## config.mk

```make
export PLATFORM = sky130hd
export DESIGN_NAME = bad_block_scan
export DESIGN_NICKNAME = d
export VERILOG_FILES = /design/src/rtl/bbs_pkg.sv /design/src/rtl/bbs_probe_addr.sv /design/src/rtl/bbs_bitmap.sv /design/src/rtl/bbs_ctrl.sv /design/src/rtl/bad_block_scan.sv
export SDC_FILE = /design/constraint.sdc
export NUM_CORES = 2
export LEC_CHECK = 0
export CAP_MARGIN = 15
export CORE_ASPECT_RATIO = 1.1
export CORE_UTILIZATION = 40
export CTS_CLUSTER_DIAMETER = 50
export DETAILED_ROUTE_END_ITERATION = 8
export SETUP_SLACK_MARGIN = 0.3
export SYNTH_ARGS = -nofsm -noshare
export SYNTH_HDL_FRONTEND = slang
export SYNTH_SLANG_ARGS = --single-unit
```

## constraint.sdc

```tcl
create_clock -name clk -period 6.4 [get_ports clk]
set_clock_uncertainty 0.2 [all_clocks]
set_input_delay 0.64 -clock clk [delete_from_list [all_inputs] [get_ports clk]]
set_output_delay 0.64 -clock clk [all_outputs]
set_load 0.02 [all_outputs]
```

## src/rtl/bbs_pkg.sv

```systemverilog
package bbs_pkg;
  localparam logic [7:0] ERASED_BYTE = 8'hFF;
  localparam int PROBES_PER_BLOCK = 4;

  typedef enum logic [1:0] {
    ST_IDLE,
    ST_REQ,
    ST_WAIT,
    ST_DONE
  } bbs_state_e;
endpackage

```

## src/rtl/bbs_probe_addr.sv

```systemverilog
module bbs_probe_addr #(
  parameter int NUM_BLOCKS      = 2048,
  parameter int PAGES_PER_BLOCK = 64,
  parameter int PAGE_BYTES      = 2112,
  parameter int SPARE_COL       = 2048,
  localparam int BLK_W = $clog2(NUM_BLOCKS),
  localparam int PG_W  = $clog2(NUM_BLOCKS * PAGES_PER_BLOCK),
  localparam int COL_W = $clog2(PAGE_BYTES)
) (
  input  logic [BLK_W-1:0] blk,
  input  logic [1:0]       probe,
  output logic [PG_W-1:0]  page,
  output logic [COL_W-1:0] col
);
  // probe[1] selects the page offset, probe[0] the spare column
  always_comb begin
    page = PG_W'(blk) * PG_W'(PAGES_PER_BLOCK) + PG_W'(probe[1]);
    col  = probe[0] ? COL_W'(SPARE_COL) : '0;
  end
endmodule

```

## src/rtl/bbs_bitmap.sv

```systemverilog
module bbs_bitmap #(
  parameter int NUM_BLOCKS = 2048,
  localparam int BLK_W = $clog2(NUM_BLOCKS)
) (
  input  logic             clk,
  input  logic             rst_n,
  input  logic             clr,
  input  logic             set_en,
  input  logic [BLK_W-1:0] set_idx,
  input  logic [BLK_W-1:0] lk_idx,
  output logic             lk_bit,
  input  logic [BLK_W-1:0] er_idx,
  output logic             er_bit,
  output logic             first_bit
);
  logic [NUM_BLOCKS-1:0] bits;

  always_ff @(posedge clk) begin
    if (!rst_n || clr) bits <= '0;
    else if (set_en)   bits[set_idx] <= 1'b1;
  end

  assign lk_bit    = bits[lk_idx];
  assign er_bit    = bits[er_idx];
  assign first_bit = bits[0];

  // each block is marked at most once per sweep
  a_r4_mark_once: assert property (@(posedge clk) disable iff (!rst_n)
    set_en |-> !bits[set_idx]);
endmodule

```

## src/rtl/bbs_ctrl.sv

```systemverilog
module bbs_ctrl
  import bbs_pkg::*;
#(
  parameter int NUM_BLOCKS = 2048,
  localparam int BLK_W = $clog2(NUM_BLOCKS),
  localparam int CNT_W = $clog2(NUM_BLOCKS + 1)
) (
  input  logic             clk,
  input  logic             rst_n,
  input  logic             start,
  output logic             busy,
  output logic             done,
  output logic [CNT_W-1:0] bad_count,
  output logic             req_valid,
  input  logic             req_ready,
  input  logic             rsp_valid,
  output logic             rsp_ready,
  input  logic [7:0]       rsp_data,
  output logic [BLK_W-1:0] blk,
  output logic [1:0]       probe,
  output logic             clr,
  output logic             set_en
);
  localparam logic [BLK_W-1:0] LAST_BLK  = BLK_W'(NUM_BLOCKS - 1);
  localparam logic [1:0]       LAST_PROBE = 2'(PROBES_PER_BLOCK - 1);

  bbs_state_e state;
  logic       take, byte_bad;

  assign req_valid = (state == ST_REQ);
  assign rsp_ready = (state == ST_WAIT);
  assign busy      = (state == ST_REQ) || (state == ST_WAIT);
  assign done      = (state == ST_DONE);
  assign clr       = start && !busy;
  assign take      = rsp_ready && rsp_valid;
  assign byte_bad  = (rsp_data != ERASED_BYTE);
  assign set_en    = take && byte_bad;

  always_ff @(posedge clk) begin
    if (!rst_n) begin
      state     <= ST_IDLE;
      blk       <= '0;
      probe     <= '0;
      bad_count <= '0;
    end else begin
      unique case (state)
        ST_IDLE, ST_DONE: if (start) begin
          state     <= ST_REQ;
          blk       <= '0;
          probe     <= '0;
          bad_count <= '0;
        end
        ST_REQ: if (req_ready) state <= ST_WAIT;
        ST_WAIT: if (rsp_valid) begin
          if (byte_bad || probe == LAST_PROBE) begin
            if (byte_bad) bad_count <= bad_count + CNT_W'(1);
            probe <= '0;
            if (blk == LAST_BLK) state <= ST_DONE;
            else begin
              blk   <= blk + BLK_W'(1);
              state <= ST_REQ;
            end
          end else begin
            probe <= probe + 2'd1;
            state <= ST_REQ;
          end
        end
        default: state <= ST_IDLE;
      endcase
    end
  end

  // results stay up until a new sweep is started
  a_r6_done_hold: assert property (@(posedge clk) disable iff (!rst_n)
    done && !start |=> done && $stable(bad_count));
  // a start while busy does not rewind the sweep
  a_r10_start_ignored: assert property (@(posedge clk) disable iff (!rst_n)
    busy && start && !take |=> $stable(blk) && $stable(probe));
endmodule

```

## src/rtl/bad_block_scan.sv

```systemverilog
module bad_block_scan #(
  parameter int NUM_BLOCKS      = 2048,
  parameter int PAGES_PER_BLOCK = 64,
  parameter int PAGE_BYTES      = 2112,
  parameter int SPARE_COL       = 2048,
  parameter int MIN_GOOD        = 2008,
  localparam int BLK_W   = $clog2(NUM_BLOCKS),
  localparam int PG_W    = $clog2(NUM_BLOCKS * PAGES_PER_BLOCK),
  localparam int COL_W   = $clog2(PAGE_BYTES),
  localparam int CNT_W   = $clog2(NUM_BLOCKS + 1),
  localparam int MAX_BAD = NUM_BLOCKS - MIN_GOOD
) (
  input  logic             clk,
  input  logic             rst_n,
  input  logic             start,
  output logic             busy,
  output logic             done,
  output logic [CNT_W-1:0] bad_count,
  output logic             fault,
  output logic             rd_req_valid,
  input  logic             rd_req_ready,
  output logic [PG_W-1:0]  rd_req_page,
  output logic [COL_W-1:0] rd_req_col,
  input  logic             rd_rsp_valid,
  output logic             rd_rsp_ready,
  input  logic [7:0]       rd_rsp_data,
  input  logic [BLK_W-1:0] lk_block,
  output logic             lk_bad,
  input  logic             er_valid,
  input  logic [BLK_W-1:0] er_block,
  output logic             er_grant,
  output logic             er_deny
);
  logic [BLK_W-1:0] blk;
  logic [1:0]       probe;
  logic             clr, set_en, er_bit, first_bit;

  bbs_ctrl #(.NUM_BLOCKS(NUM_BLOCKS)) u_ctrl (
    .clk(clk), .rst_n(rst_n), .start(start), .busy(busy), .done(done),
    .bad_count(bad_count), .req_valid(rd_req_valid), .req_ready(rd_req_ready),
    .rsp_valid(rd_rsp_valid), .rsp_ready(rd_rsp_ready), .rsp_data(rd_rsp_data),
    .blk(blk), .probe(probe), .clr(clr), .set_en(set_en)
  );

  bbs_probe_addr #(
    .NUM_BLOCKS(NUM_BLOCKS), .PAGES_PER_BLOCK(PAGES_PER_BLOCK),
    .PAGE_BYTES(PAGE_BYTES), .SPARE_COL(SPARE_COL)
  ) u_addr (
    .blk(blk), .probe(probe), .page(rd_req_page), .col(rd_req_col)
  );

  bbs_bitmap #(.NUM_BLOCKS(NUM_BLOCKS)) u_map (
    .clk(clk), .rst_n(rst_n), .clr(clr), .set_en(set_en), .set_idx(blk),
    .lk_idx(lk_block), .lk_bit(lk_bad), .er_idx(er_block), .er_bit(er_bit),
    .first_bit(first_bit)
  );

  assign fault    = done && (first_bit || (int'(bad_count) > MAX_BAD));
  assign er_grant = er_valid && done && !er_bit;
  assign er_deny  = er_valid && !er_grant;

  // request held stable under back-pressure
  a_r2_req_hold: assert property (@(posedge clk) disable iff (!rst_n)
    rd_req_valid && !rd_req_ready |=>
      rd_req_valid && $stable(rd_req_page) && $stable(rd_req_col));
  // only columns 0 and the spare column, only page offsets 0 and 1
  a_r3_probe_col: assert property (@(posedge clk) disable iff (!rst_n)
    rd_req_valid |-> (rd_req_col == '0) || (int'(rd_req_col) == SPARE_COL));
  a_r3_page_offset: assert property (@(posedge clk) disable iff (!rst_n)
    rd_req_valid |-> (int'(rd_req_page) % PAGES_PER_BLOCK) < 2);
  // never a request and an open response slot together
  a_r5_one_outstanding: assert property (@(posedge clk) disable iff (!rst_n)
    !(rd_req_valid && rd_rsp_ready));
endmodule

```

==> flow_summary.json <==
{
  "synth_top_cell_by_area": "dfxtp_1",
  "seqCellArea_um2": 41500,
  "vias_per_cell": 6.49,
  "drive_gt1_share_pct": 21.9,
  "grt_pass1_wl_um": 536000,
  "fin_crit_ps": 6120,
  "whs_endpoint": "u_map.bits[1550]",
  "timing.final.crit_share_pct": 95.6,
  "synth.area.mux_share_pct": 28.5,
  "arrival_ps": 5280,
  "grt.met1_usage_pct": 37.1,
  "grt_busiest_layer": "met2",
  "cts_buffers": 211,
  "end_kind": "output port",
  "antenna_left": 0,
  "setup_viol": 0,
  "ir_worst_vdd_v": 0.000319,
  "wl_per_cell_um": 29.7,
  "instances_no_fill": 12500,
  "firstDrtPassIters": 9,
  "drv_slew": 0,
  "multiInputGateArea_um2": 51200,
  "h-tree-depth": 4,
  "synth_top_family_by_area": "multiplexers",
  "first_global_vias": 76800,
  "pre_cts_slack_ps": -21.1,
  "fp.dieArea_um2": 244000,
  "path_class": "input pin to output port",
  "cts_buffer_depth": 3,
  "path_clk_slew_ps": 60,
  "synthFlopType": "dfxtp_1",
  "hp-class": "flip-flop to flip-flop",
  "wl_um": 371000,
  "final_common_cell": "nor2_1",
  "required_ps": 5560,
  "ios": 85,
  "rsz0062_at_grt": "false",
  "status": "complete, but fails checks",
  "use_met2_pct": 44.7,
  "core.rowCount": 189,
  "power-per-cell-area_nw_per_um2": 256,
  "rrSetupSlack_ps": 2100,
  "max-cap-violations": 0,
  "p_leak_nw": 37.0,
  "min_from": "u_map.bits[1550]",
  "cts_root_buf": "clkbuf_16",
  "hold_ws_ps": 286,
  "synthArstFlopShare_pct": 0,
  "grt_usage_pct": 29.5,
  "drc": 3,
  "max_freq_mhz": 163,
  "nets": 9190,
  "clk_latency_ps": 900,
  "cts_sinks": 2075,
  "fp.dieH_um": 518,
  "antenna_found_initial": 19,
  "drt-initial-drc-count": 11900,
  "fin_ws_ps": 283,
  "grt_max_degree": 173,
  "r2r_start": "u_ctrl.blk[0]",
  "dp.cells": 12000,
  "port_buffers": 68,
  "start_kind": "input pin",
  "ys_ff_latch": 2075,
  "min_delay_path_depth": 2,
  "gp_congestion": 0.938,
  "syn_to_final_growth_pct": 12.8,
  "yosys_warnings": 0,
  "fin_tns_setup_ps": 0,
  "vias": 81000,
  "yosysTopAreaCellShare_pct": 42.9,
  "num-fill-cells": 22000,
  "syn-instance-count": 9438,
  "fp.dieW_um": 471,
  "synth.distinct_cells": 69,
  "core_area_um2": 241000,
  "finalHoldViolCount": 0,
  "netlist_area_um2": 96800,
  "r2r_cells": 8,
  "crit_fanout": 42,
  "mostFrequentLayoutCells": "nor2_1 (2110), a21oi_1 (2079), dfxtp_1 (2075)",
  "gr-total-overflow": 0,
  "worst_pin_slew_ps": 1350,
  "synth_edf_count": 0,
  "synth_fa_ha_area_share_pct": 0.142,
  "post-dp-hpwl_um": 227000,
  "timing.rr.end": "u_map.bits[494]",
  "cts_tree": "yes",
  "synth.avg_cell_area_um2": 10.3,
  "synth_xor_area_share_pct": 0.109,
  "synth-seq-area-share_pct": 42.9,
  "violations": "design-rule violations",
  "ys_top_cells_by_area": "dfxtp_1 (43%), mux4_2 (26%), a21oi_1 (11%)",
  "synth-simple-area-share_pct": 10.3,
  "relSlewSlack_pct": 9.72,
  "met3_usage_pct": 7.31,
  "initial_core_util_pct": 40.2,
  "synth_compound_area_share_pct": 13.3
}
-- flip-flops by register name (all words and copies together), names as in the netlist --
signal and flops:
u_map.bits 2048, u_ctrl.bad_count 12, u_ctrl.blk 11, u_ctrl.probe 2, u_ctrl.state 2
-- through the flow --
step | cell area [um2] | util, % | power [mW]
detailed placement | 101000 | 42.0 | 15.1
global route | 109000 | 45.3 | 28.7
floorplan | 96900 | - | 14.4
finish | 109000 | 45.3 | 28.0
CTS | 109000 | 45.1 | 28.0
global placement | 101000 | 42.0 | 15.1
-- worst max-delay path, stage by stage --
cell and delay, ps:
buf_12 330, buf_12 270, buf_4 290, mux4_2 540, nand2_1 80, nand2_1 260, a221oi_2 660, buf_4 240
o211ai_1 120, a311oi_1 500, buf_4 220, o32ai_4 160, nor2_1 160, clkdlybuf4s50_1 620
-- how the worst max path moves through the flow --
stage	from	to	slack [ps]	depth (start not counted)
floorplan	lk_block[1]	lk_bad	2110	13
global placement	er_block[0]	er_grant	-40	14
detailed placement	er_block[0]	er_grant	-20	14
CTS	er_block[0]	er_grant	290	14
global route	er_block[0]	er_grant	350	14
finish	er_block[0]	er_grant	280	14
-- cells in the mapped netlist, types with 5 or more instances --
library cell     n
a21oi_1       2079
a31oi_1         41
a22oi_1        110
o41ai_1          8
nor2b_1         33
and3_1          22
ha_1            11
nand2b_1        11
inv_1           18
nand2_1        115
a22o_1           8
nand4_1         20
o21ai_0         46
buf_1           42
buf_2          122
xor2_1           8
buf_6           35
a2111oi_0       16
or3_1           13
nor2_1        2178
mux2_2          11
nor3_1          37
clkbuf_1       751
o22ai_1         22
and2_1          22
buf_4           57
mux4_2        1118
nand3b_1         6
a211oi_1        12
o211ai_1         8
nor4_1          10
dfxtp_1       2075
a32oi_1         12
nand3_1         38
mux2i_1        234
a311oi_1         5
o221ai_1        10
a221oi_1        11
-- timing repair --
| item | 4_1_cts | 5_1_grt |
|---|---|---|
| buffers inserted | 0 | 0 |
| endpoints found under the setup margin | 2 | 2 |
| gates resized for setup | 4 | 2 |
| hold buffers | 0 | 0 |
-- power by group --
part           switching, mW  internal (mW)  total [mW]  leakage, nW
registers            0.00271           12.9        12.9         16.7
logic                   1.35          0.566        1.92         16.7
clock network           5.57           7.61        13.2         3.61
-- per-layer routing --
layer,part of all wire [%],vias up
li1,-,33800
met1,37,40400
met2,44,5411
met3,11,1385
met4,8.1,12
met5,0.022,-
-- area by class of cell --
class / count / share of cell area, %
well taps: 3151 / 3.61
flip-flops and latches: 2075 / 38.0
clock inverters: 96 / 1.12
multi-input cells: 6348 / 46.9
inverters: 21 / 0.0744
repair buffers: 486 / 4.64
clock buffers: 295 / 5.60
diodes: 10 / 0.0229
-- cells by family (layout without fill, tap and decap cells) --
group,after synthesis,count (layout)
AND/OR/NAND/NOR,2524,2524
AO/OA/AOI/OAI,2422,2422
flip-flops,2075,2075
multiplexers,1363,1363
buffers and inverters,1030,898
XOR/XNOR,12,12
adder cells (fa/ha/maj),11,11
other,1,26
No activity file was read; power rests on OpenSTA's default activity.
